==> src/rtl/fir_seg_pkg.sv <==
package fir_seg_pkg;

  // Integer ceiling division used for the segment count.
  function automatic int ceil_div(input int num, input int den);
    return (num + den - 1) / den;
  endfunction

  // Extra accumulator bits needed for summing n products.
  function automatic int acc_guard(input int n);
    return (n > 1) ? $clog2(n) : 1;
  endfunction

endpackage

==> src/rtl/fir_rst_sync.sv <==
module fir_rst_sync (
  input  logic clk,
  input  logic arst_n,
  output logic rst_n_sync
);

  logic [1:0] sync_d;
  logic [1:0] sync_q;

  always_comb begin
    sync_d = {sync_q[0], 1'b1};
  end

  always_ff @(posedge clk or negedge arst_n) begin
    if (!arst_n) begin
      sync_q <= '0;
    end else begin
      sync_q <= sync_d;
    end
  end

  assign rst_n_sync = sync_q[1];

endmodule

==> src/rtl/fir_tap.sv <==
module fir_tap #(
  parameter int               DW   = 16,
  parameter int               CW   = 16,
  parameter int               AW   = 35,
  parameter logic signed [CW-1:0] COEF = '0,
  parameter bit               HEAD = 1'b0
) (
  input  logic                 clk,
  input  logic                 rst_n,
  input  logic signed [DW-1:0] x_in,
  input  logic signed [AW-1:0] sum_in,
  output logic signed [AW-1:0] sum_q
);

  localparam int PW = DW + CW;

  logic        [PW-1:0] prod_d;
  logic signed [PW-1:0] prod_q;
  logic signed [AW-1:0] acc_d;

  // Next-state: sign-extended operands, low PW bits of the product are exact.
  always_comb begin
    prod_d = {{CW{x_in[DW-1]}}, x_in} * {{DW{COEF[CW-1]}}, COEF};
    acc_d  = sum_in + {{(AW-PW){prod_q[PW-1]}}, prod_q};
  end

  always_ff @(posedge clk or negedge rst_n) begin
    if (!rst_n) begin
      prod_q <= '0;
      sum_q  <= '0;
    end else begin
      prod_q <= prod_d;
      sum_q  <= acc_d;
    end
  end

  // A zero sample must leave a zero product one clock later.
  p_prod_zero_r6: assert property (@(posedge clk) disable iff (!rst_n)
    x_in == '0 |=> prod_q == '0);

  if (HEAD) begin : g_head_chk
    // Chain head sums against constant zero.
    p_head_zero_r4: assert property (@(posedge clk) disable iff (!rst_n)
      prod_q == '0 |=> sum_q == '0);
  end

endmodule

==> src/rtl/fir_seg_cut.sv <==
module fir_seg_cut #(
  parameter int DW = 16,
  parameter int AW = 35
) (
  input  logic                 clk,
  input  logic                 rst_n,
  input  logic signed [DW-1:0] x_d,
  input  logic signed [AW-1:0] s_d,
  output logic signed [DW-1:0] x_q,
  output logic signed [AW-1:0] s_q
);

  always_ff @(posedge clk or negedge rst_n) begin
    if (!rst_n) begin
      x_q <= '0;
      s_q <= '0;
    end else begin
      x_q <= x_d;
      s_q <= s_d;
    end
  end

  // Sample and partial sum cross the cut together.
  p_cut_clear_r8: assert property (@(posedge clk) disable iff (!rst_n)
    (x_d == '0 && s_d == '0) |=> (x_q == '0 && s_q == '0));

endmodule

==> src/rtl/fir_seg_transposed.sv <==
module fir_seg_transposed
  import fir_seg_pkg::*;
#(
  parameter int NTAPS = 8,
  parameter int SEG   = 4,
  parameter int DW    = 16,
  parameter int CW    = 16,
  parameter logic [NTAPS*CW-1:0] COEF_VEC = {16'h0384, 16'hFFFF, 16'h002D, 16'h8000,
                                             16'h7FFF, 16'h0078, 16'hFFF9, 16'h0003},
  localparam int AW = DW + CW + acc_guard(NTAPS)
) (
  input  logic                 clk,
  input  logic                 rst_n,
  input  logic                 in_valid,
  input  logic signed [DW-1:0] in_data,
  output logic                 out_valid,
  output logic signed [AW-1:0] out_data
);

  localparam int NSEG = ceil_div(NTAPS, SEG);
  localparam int LAT  = NSEG + 2;

  logic rst_q;

  fir_rst_sync u_rst (
    .clk        (clk),
    .arst_n     (rst_n),
    .rst_n_sync (rst_q)
  );

  // Broadcast input register; gaps enter as zero.
  logic signed [DW-1:0] xb_d;
  logic signed [DW-1:0] xb_q;

  always_comb begin
    xb_d = in_valid ? in_data : '0;
  end

  always_ff @(posedge clk or negedge rst_q) begin
    if (!rst_q) begin
      xb_q <= '0;
    end else begin
      xb_q <= xb_d;
    end
  end

  // Segment-level sample and partial-sum nets.
  logic signed [DW-1:0] seg_x    [NSEG];
  logic signed [AW-1:0] cut_s    [NSEG];
  logic signed [AW-1:0] tap_sum  [NTAPS];
  logic signed [AW-1:0] chain_in [NTAPS];

  assign seg_x[0] = xb_q;
  assign cut_s[0] = '0;

  for (genvar g = 1; g < NSEG; g++) begin : g_cut
    fir_seg_cut #(
      .DW (DW),
      .AW (AW)
    ) u_cut (
      .clk   (clk),
      .rst_n (rst_q),
      .x_d   (seg_x[g-1]),
      .s_d   (tap_sum[g*SEG-1]),
      .x_q   (seg_x[g]),
      .s_q   (cut_s[g])
    );
  end

  // Chain position j carries coefficient h[NTAPS-1-j].
  for (genvar j = 0; j < NTAPS; j++) begin : g_tap
    localparam int SIDX = j / SEG;
    localparam logic signed [CW-1:0] HCOEF = COEF_VEC[(NTAPS-1-j)*CW +: CW];

    if (j % SEG == 0) begin : g_seg_head
      assign chain_in[j] = cut_s[SIDX];
    end else begin : g_seg_body
      assign chain_in[j] = tap_sum[j-1];
    end

    fir_tap #(
      .DW   (DW),
      .CW   (CW),
      .AW   (AW),
      .COEF (HCOEF),
      .HEAD (j == 0)
    ) u_tap (
      .clk    (clk),
      .rst_n  (rst_q),
      .x_in   (seg_x[SIDX]),
      .sum_in (chain_in[j]),
      .sum_q  (tap_sum[j])
    );
  end

  assign out_data = tap_sum[NTAPS-1];

  // Valid strobe follows the data path depth.
  logic [LAT-1:0] vpipe_d;
  logic [LAT-1:0] vpipe_q;

  always_comb begin
    vpipe_d = {vpipe_q[LAT-2:0], in_valid};
  end

  always_ff @(posedge clk or negedge rst_q) begin
    if (!rst_q) begin
      vpipe_q <= '0;
    end else begin
      vpipe_q <= vpipe_d;
    end
  end

  assign out_valid = vpipe_q[LAT-1];

  p_gap_zero_r5: assert property (@(posedge clk) disable iff (!rst_q)
    !$past(in_valid) |-> xb_q == '0);

  p_reset_quiet_r7: assert property (@(posedge clk)
    !rst_q |-> (!out_valid && out_data == '0));

endmodule

==> config.mk <==
export PLATFORM = sky130hd
export DESIGN_NAME = fir_seg_transposed
export DESIGN_NICKNAME = d
export VERILOG_FILES = /design/src/rtl/fir_seg_pkg.sv /design/src/rtl/fir_rst_sync.sv /design/src/rtl/fir_tap.sv /design/src/rtl/fir_seg_cut.sv /design/src/rtl/fir_seg_transposed.sv
export SDC_FILE = /design/constraint.sdc
export NUM_CORES = 2
export LEC_CHECK = 0
export CORE_ASPECT_RATIO = 0.8
export CORE_MARGIN = 3
export CORE_UTILIZATION = 59
export DETAILED_ROUTE_END_ITERATION = 8
export PLACE_DENSITY = 0.87
export SYNTH_ARGS = -nofsm -noshare
export SYNTH_HDL_FRONTEND = slang
export SYNTH_HIERARCHICAL = 1
export SYNTH_SLANG_ARGS = --single-unit
==> constraint.sdc <==
create_clock -name clk -period 14.4 [get_ports clk]
set_input_delay 2.88 -clock clk [delete_from_list [all_inputs] [get_ports clk]]
set_output_delay 2.88 -clock clk [all_outputs]
set_load 0.005 [all_outputs]
=== Word level (Yosys, flattened, before mapping) ===
Index checks and enable logic that the tools add are counted.

* Bits in writable memories: 0
* Bits in latches: 0
* Input bits: 19
* Memories kept: 0
* Memory bits (read-only): 0
* Output and inout bits: 36
* Register bits after elaboration: 569
* Word-level logic and storage cells: 37

* Reduce and logical (&&, ||, !) cells: 0
* Bitwise logic cells: 0
* Divide/modulo/power cells: 0
* Order comparisons: 0
* $mul: 8
* Muxes and demuxes: 1
* Add/sub/neg operators: 7
* Equal/unequal tests: 0
* Shift operators: 0

{| class="wikitable"
|+ Operators by type and width
! kind !! count
|-
| $add A35 B35 Y35 || 6
|-
| $add A32 B17 Y33 || 1
|-
| $mul A16 B16 Y32 const B || 1
|-
| $mul A32 B17 Y17 const B || 1
|-
| $mul A32 B4 Y29 const B || 1
|-
| $mul A32 B8 Y30 const B || 1
|-
| $mul A16 B7 Y23 const B || 1
|-
| $mul A16 B4 Y20 const B || 1
|-
| $mul A16 B3 Y19 const B || 1
|-
| $mul A16 B1 Y17 const B || 1
|-
| $mux W16 || 1
|}

=== Logic depth before layout (Yosys ltp) ===
* Word-level depth: 1
* Depth in mapped cells: 24
* Mapped depth without buffers: 24

=== Cells and area by module ===
Netlist, hierarchy kept.

{| class="wikitable"
|+ Modules (own cells, without submodules)
! module !! seq. area each (um2) !! times used !! cells an instance !! area an instance (um2)
|-
| fir_tap at g_tap[4].u_tap || 1676.6 || 1 || 1175 || 11125.7
|-
| fir_tap at g_tap[0].u_tap || 1626.6 || 1 || 579 || 5587.9
|-
| fir_tap at g_tap[2].u_tap || 1451.4 || 1 || 591 || 5492.8
|-
| fir_tap at g_tap[3].u_tap || 1301.2 || 1 || 500 || 5243.8
|-
| fir_tap at g_tap[5].u_tap || 1426.4 || 1 || 506 || 4897.2
|-
| fir_tap at g_tap[6].u_tap || 1376.3 || 1 || 464 || 4394.2
|-
| fir_tap at g_tap[7].u_tap || 1351.3 || 1 || 422 || 4002.6
|-
| fir_tap at g_tap[1].u_tap || 1301.2 || 1 || 391 || 3621.0
|-
| fir_seg_cut || 1276.2 || 1 || 51 || 1276.2
|-
| fir_seg_transposed || 500.5 || 1 || 38 || 630.6
|-
| fir_rst_sync || 50.0 || 1 || 3 || 53.8
|}

=== Worst setup path before layout ===
OpenSTA, ideal clock, no wires.

* Kind: register -> register
* Start: reg g_cut[1].u_cut.x_q[15]
* End: reg g_tap[4].u_tap.prod_q[28]
* Clock period less this slack: 6774 ps
* Buffers on the path: 1
* Library setup time: 79 ps
* Required time: 14321 ps
* Stages on the path, launching flop included: 21
* Setup slack: 7626 ps
* Data arrival time: 6695 ps
* Path through: dfrtp_1 -> ha_1 -> xnor2_1 -> and2_1 -> nor2_1 -> ha_1 -> or2_2 -> ha_1 -> xnor2_1 -> fa_1 -> fa_1 -> fa_1 -> inv_1 -> ha_1 -> clkbuf_1 -> nand4_1 -> or2_2 -> o22ai_1 -> a21oi_1 -> a311oi_1 -> xor2_1

* Word-level cells in the longest chain between the ends: 1

{| class="wikitable"
|+ RTL lines
! element !! line !! text
|-
| from (decl) || fir_seg_cut.sv:9 || <nowiki>output logic signed [DW-1:0] x_q,</nowiki>
|-
| from (signal assigned) || fir_seg_cut.sv:15 || <nowiki>x_q <= '0;</nowiki>
|-
| from (signal assigned) || fir_seg_cut.sv:18 || <nowiki>x_q <= x_d;</nowiki>
|-
| $mul A16 B16 Y32 || fir_tap.sv:23 || <nowiki>prod_d = {{CW{x_in[DW-1]}}, x_in} * {{DW{COEF[CW-1]}}, COEF};</nowiki>
|-
| named net g_tap[4].u_tap.prod_d[28] || fir_tap.sv:17 || <nowiki>logic [PW-1:0] prod_d;</nowiki>
|-
| to (signal assigned) || fir_tap.sv:32 || <nowiki>prod_q <= prod_d;</nowiki>
|-
| to (decl) || fir_tap.sv:18 || <nowiki>logic signed [PW-1:0] prod_q;</nowiki>
|}

The timed path passes the listed nets, and every way through them passes these cells.

=== Final worst setup path ===
* Start: reg g_cut[1].u_cut.x_q[14]
* End: reg g_tap[4].u_tap.prod_q[28]

The elaborated chain is that of the path after synthesis.

==> results.md <==
- Endpoints failing hold: 0
- Final-layout fill cell count: about 5.9k
- Post-DP HPWL: roughly 87000 um
- Met3 usage: 0.0376
- Post-synth top area share: 0.288
- Met2 GRT Util: 0.451
- Fin nets: 5773
- WL/cell: between 15 and 20 um
- Routed Antenna Nets: 0
- Clk_skew: 0.0304 ns
- Top Ports: 55
- Setup repair after global routing missed its margin: false
- First-pass GRT wire length: roughly 180000 um
- Most frequent cells in the layout: ha_1, inv_1, dfrtp_1
- Drt total wl: roughly 110000 um
- Layout cells sized above 1: 0.0513
- Vias in the first global route: between 30k and 40k
- GRT Total Usage: 0.273
- GR Layer Usage met1: 0.375
- Clock sinks: about 530
- Worst-case reg-to-reg path depth: 20
- Period minus WS final: 6.68 ns
- Clock Pin Slew Worst Setup and Hold Paths: around 0.06 ns
- PnR worst setup slack: between 7 and 8 ns
- Post-CTS Setup Bufs: 0
- Hold-fix buffers, CTS: 0
- Crit path DAT: 7.22 ns
- Layout area overhead: 8.05%
- Worst-path fanout max: 18
- Most Crowded Layer GR: met2
- Worst-Skew Late Latency: 0.64 ns
- Largest area contributor in the netlist: dfrtp_1
- Die area: about 0.08 mm^2
- Chip width: 319 um
- Total CTS buffers: 56
- Setup violations, final: 0
- Worst Max-Slew Pin Slew: between 1 and 1.5 ns
- Synth Register Bits: 533
- Worst reg2reg path startpoint: g_cut[1].u_cut/x_q[14]
- Syn_area_per_cell: approximately 9.8 um^2
- Critical path class: flip-flop to flip-flop
- Worst hold path type: flip-flop to flip-flop
- CTS tree: done
- Detailed-route DRC error count: 0
- Number of distinct library cells after synthesis: 120
- # resized after CTS: 0
- Root Buffer: clkbuf_16
- Drt via density: 5.91
- Asr flop ratio synth: 1.00
- DR vias: about 35k
- Flop2flop setup slack: between 7 and 8 ns
- Req. time, crit path: 14.93 ns
- Post-synth EDFFs: 0
- CP Capture Type: flip-flop
- Status: completed
- Largest net degree at the start of global routing: 170
- End of the worst hold path: g_tap[3].u_tap/sum_q[13]
- Fin crit share: 0.464
- RePlAce Congestion: 0.955
- CTS max path bufs: 3
- Core region area: around 0.077 mm^2
- Port Buffers: 54
- Reg-to-reg endpoint: g_tap[4].u_tap/prod_q[28]
- Predominant post-synthesis flop cell: dfrtp_1
- Row cnt: 91
- GRT overflow: 0
- Die Ht: about 260 um
- H-tree depth: 2
- Max_slew headroom: 0.194
- Hold depth: 0
- Fmax: between 0.1 and 0.15 GHz
- Max-cap violations: 0
- Setup tns final: 0 ns
- Final Max Slew Viols: 0
- Cell Area, Synth: ~0.046 mm^2
- HP Start: g_tap[2].u_tap/sum_q[13]
- Commonest non-fill, non-tap cell in the layout: ha_1
- Antenna violations before repair: 6
- DR iter-0 viols: 3187
- CP Launch Type: flip-flop
- Post-Syn Instances: ~4.7k
- Initial Util: 0.598
- Place WS: just under 8 ns
- Seq/Total Area, Yosys: 0.288
- TritonRoute pass-1 iters: 6
- Synth top area cells: dfrtp_1, ha_1, fa_1
- Ys Warns: 6
==> worst max-delay path: stages (launching register included) <==
cell      delay [ns]
dfrtp_1         0.80
inv_1           0.33
ha_1            0.43
xnor2_1         0.43
and2_1          0.21
nor2_1          0.05
ha_1            0.17
or2_2           0.32
ha_1            0.29
xnor2_1         0.19
fa_1            0.48
fa_1            0.53
fa_1            0.55
inv_1           0.04
ha_1            0.45
nand4_1         0.19
or2_2           0.31
o22ai_1         0.13
a21oi_1         0.11
a311oi_1        0.36
xor2_1          0.22
==> cells by family after synthesis <==
group | count (synthesis) | synth area share
and+or+nand+nor | 960 | 0.103
AOI/OAI and AO/OA | 1137 | 0.162
DFF | 533 | 0.288
other | 2 | 0.000162
buffers and inverters | 702 | 0.0592
adders and majority gates | 945 | 0.304
muxes | 14 | 0.00330
xor gates and xnor gates | 427 | 0.0809
==> how the worst max path moves through the flow <==
stage / from / endpoint / slack [ns] / depth (start not counted)
after global placement: g_cut[1].u_cut/x_q[13] / g_tap[4].u_tap/prod_q[29] / 7.96 / 18
after global routing: g_cut[1].u_cut/x_q[7] / g_tap[4].u_tap/prod_q[24] / 7.35 / 21
after detailed placement: g_cut[1].u_cut/x_q[13] / g_tap[4].u_tap/prod_q[29] / 7.81 / 18
final: g_cut[1].u_cut/x_q[14] / g_tap[4].u_tap/prod_q[28] / 7.72 / 20
after CTS: g_cut[1].u_cut/x_q[13] / g_tap[4].u_tap/prod_q[29] / 7.75 / 18
after floorplan: u_rst/sync_q[1] / g_cut[1].u_cut/s_q[0] / 5.72 / 0
==> routing by layer <==
metal / routed length, um / up-vias
li1: - / 16400
met1: 48000 / 16900
met2: 51600 / 1177
met3: 7270 / 219
met4: 3460 / 6
met5: 50 / -
==> through the flow <==
stage                     utilization  cells  hold WS, ns  cell area, um^2
final                           0.646   5881        0.336            50100
after CTS                       0.646   5879        0.343            50000
after global placement          0.621   5774        0.331            48000
after detailed placement        0.621   5774        0.335            48000
after floorplan                     -   4755        0.331            46500
after global routing            0.646   5879        0.351            50000
==> flip-flops by register name, summed over array words and instances, names as in the netlist <==
name and flops:
g_tap.u_tap/sum_q 280, g_cut.u_cut/s_q 35, g_cut.u_cut/x_q 16, g_tap.u_tap/prod_q 180, xb_q 16, vpipe_q 4
u_rst/sync_q 2
==> synth_stat cells, types with 28 or more instances <==
cell type,n
a21o_1,148
and3_1,33
ha_1,646
a31oi_1,38
a211oi_1,42
nor3_1,83
dfrtp_1,533
o21a_1,51
nand3_1,83
o21ai_0,172
o21bai_1,60
xor2_1,146
xnor2_1,280
nand2_1,227
clkbuf_1,44
nor2_1,260
or2_2,30
nand4_1,50
fa_1,299
inv_1,623
nand2b_1,28
o211ai_1,32
a21oi_1,381
nor2b_1,37
==> cell type report <==
cell class / count / area [um^2] / share of cell area
Timing Repair Buffer: 74 / 703 / 0.0140
Tap cell: 1023 / 1280 / 0.0256
Clock inverter: 37 / 455 / 0.00910
Clock buffer: 68 / 1550 / 0.0309
Sequential cell: 533 / 13300 / 0.267
Inverter: 624 / 2340 / 0.0468
Antenna cell: 2 / 5.00 / 0.000100
Multi-Input combinational cell: 3520 / 30400 / 0.607
Power is not shown: default switching activity piles up to over one toggle a cycle in this logic, so the estimate is an artifact.
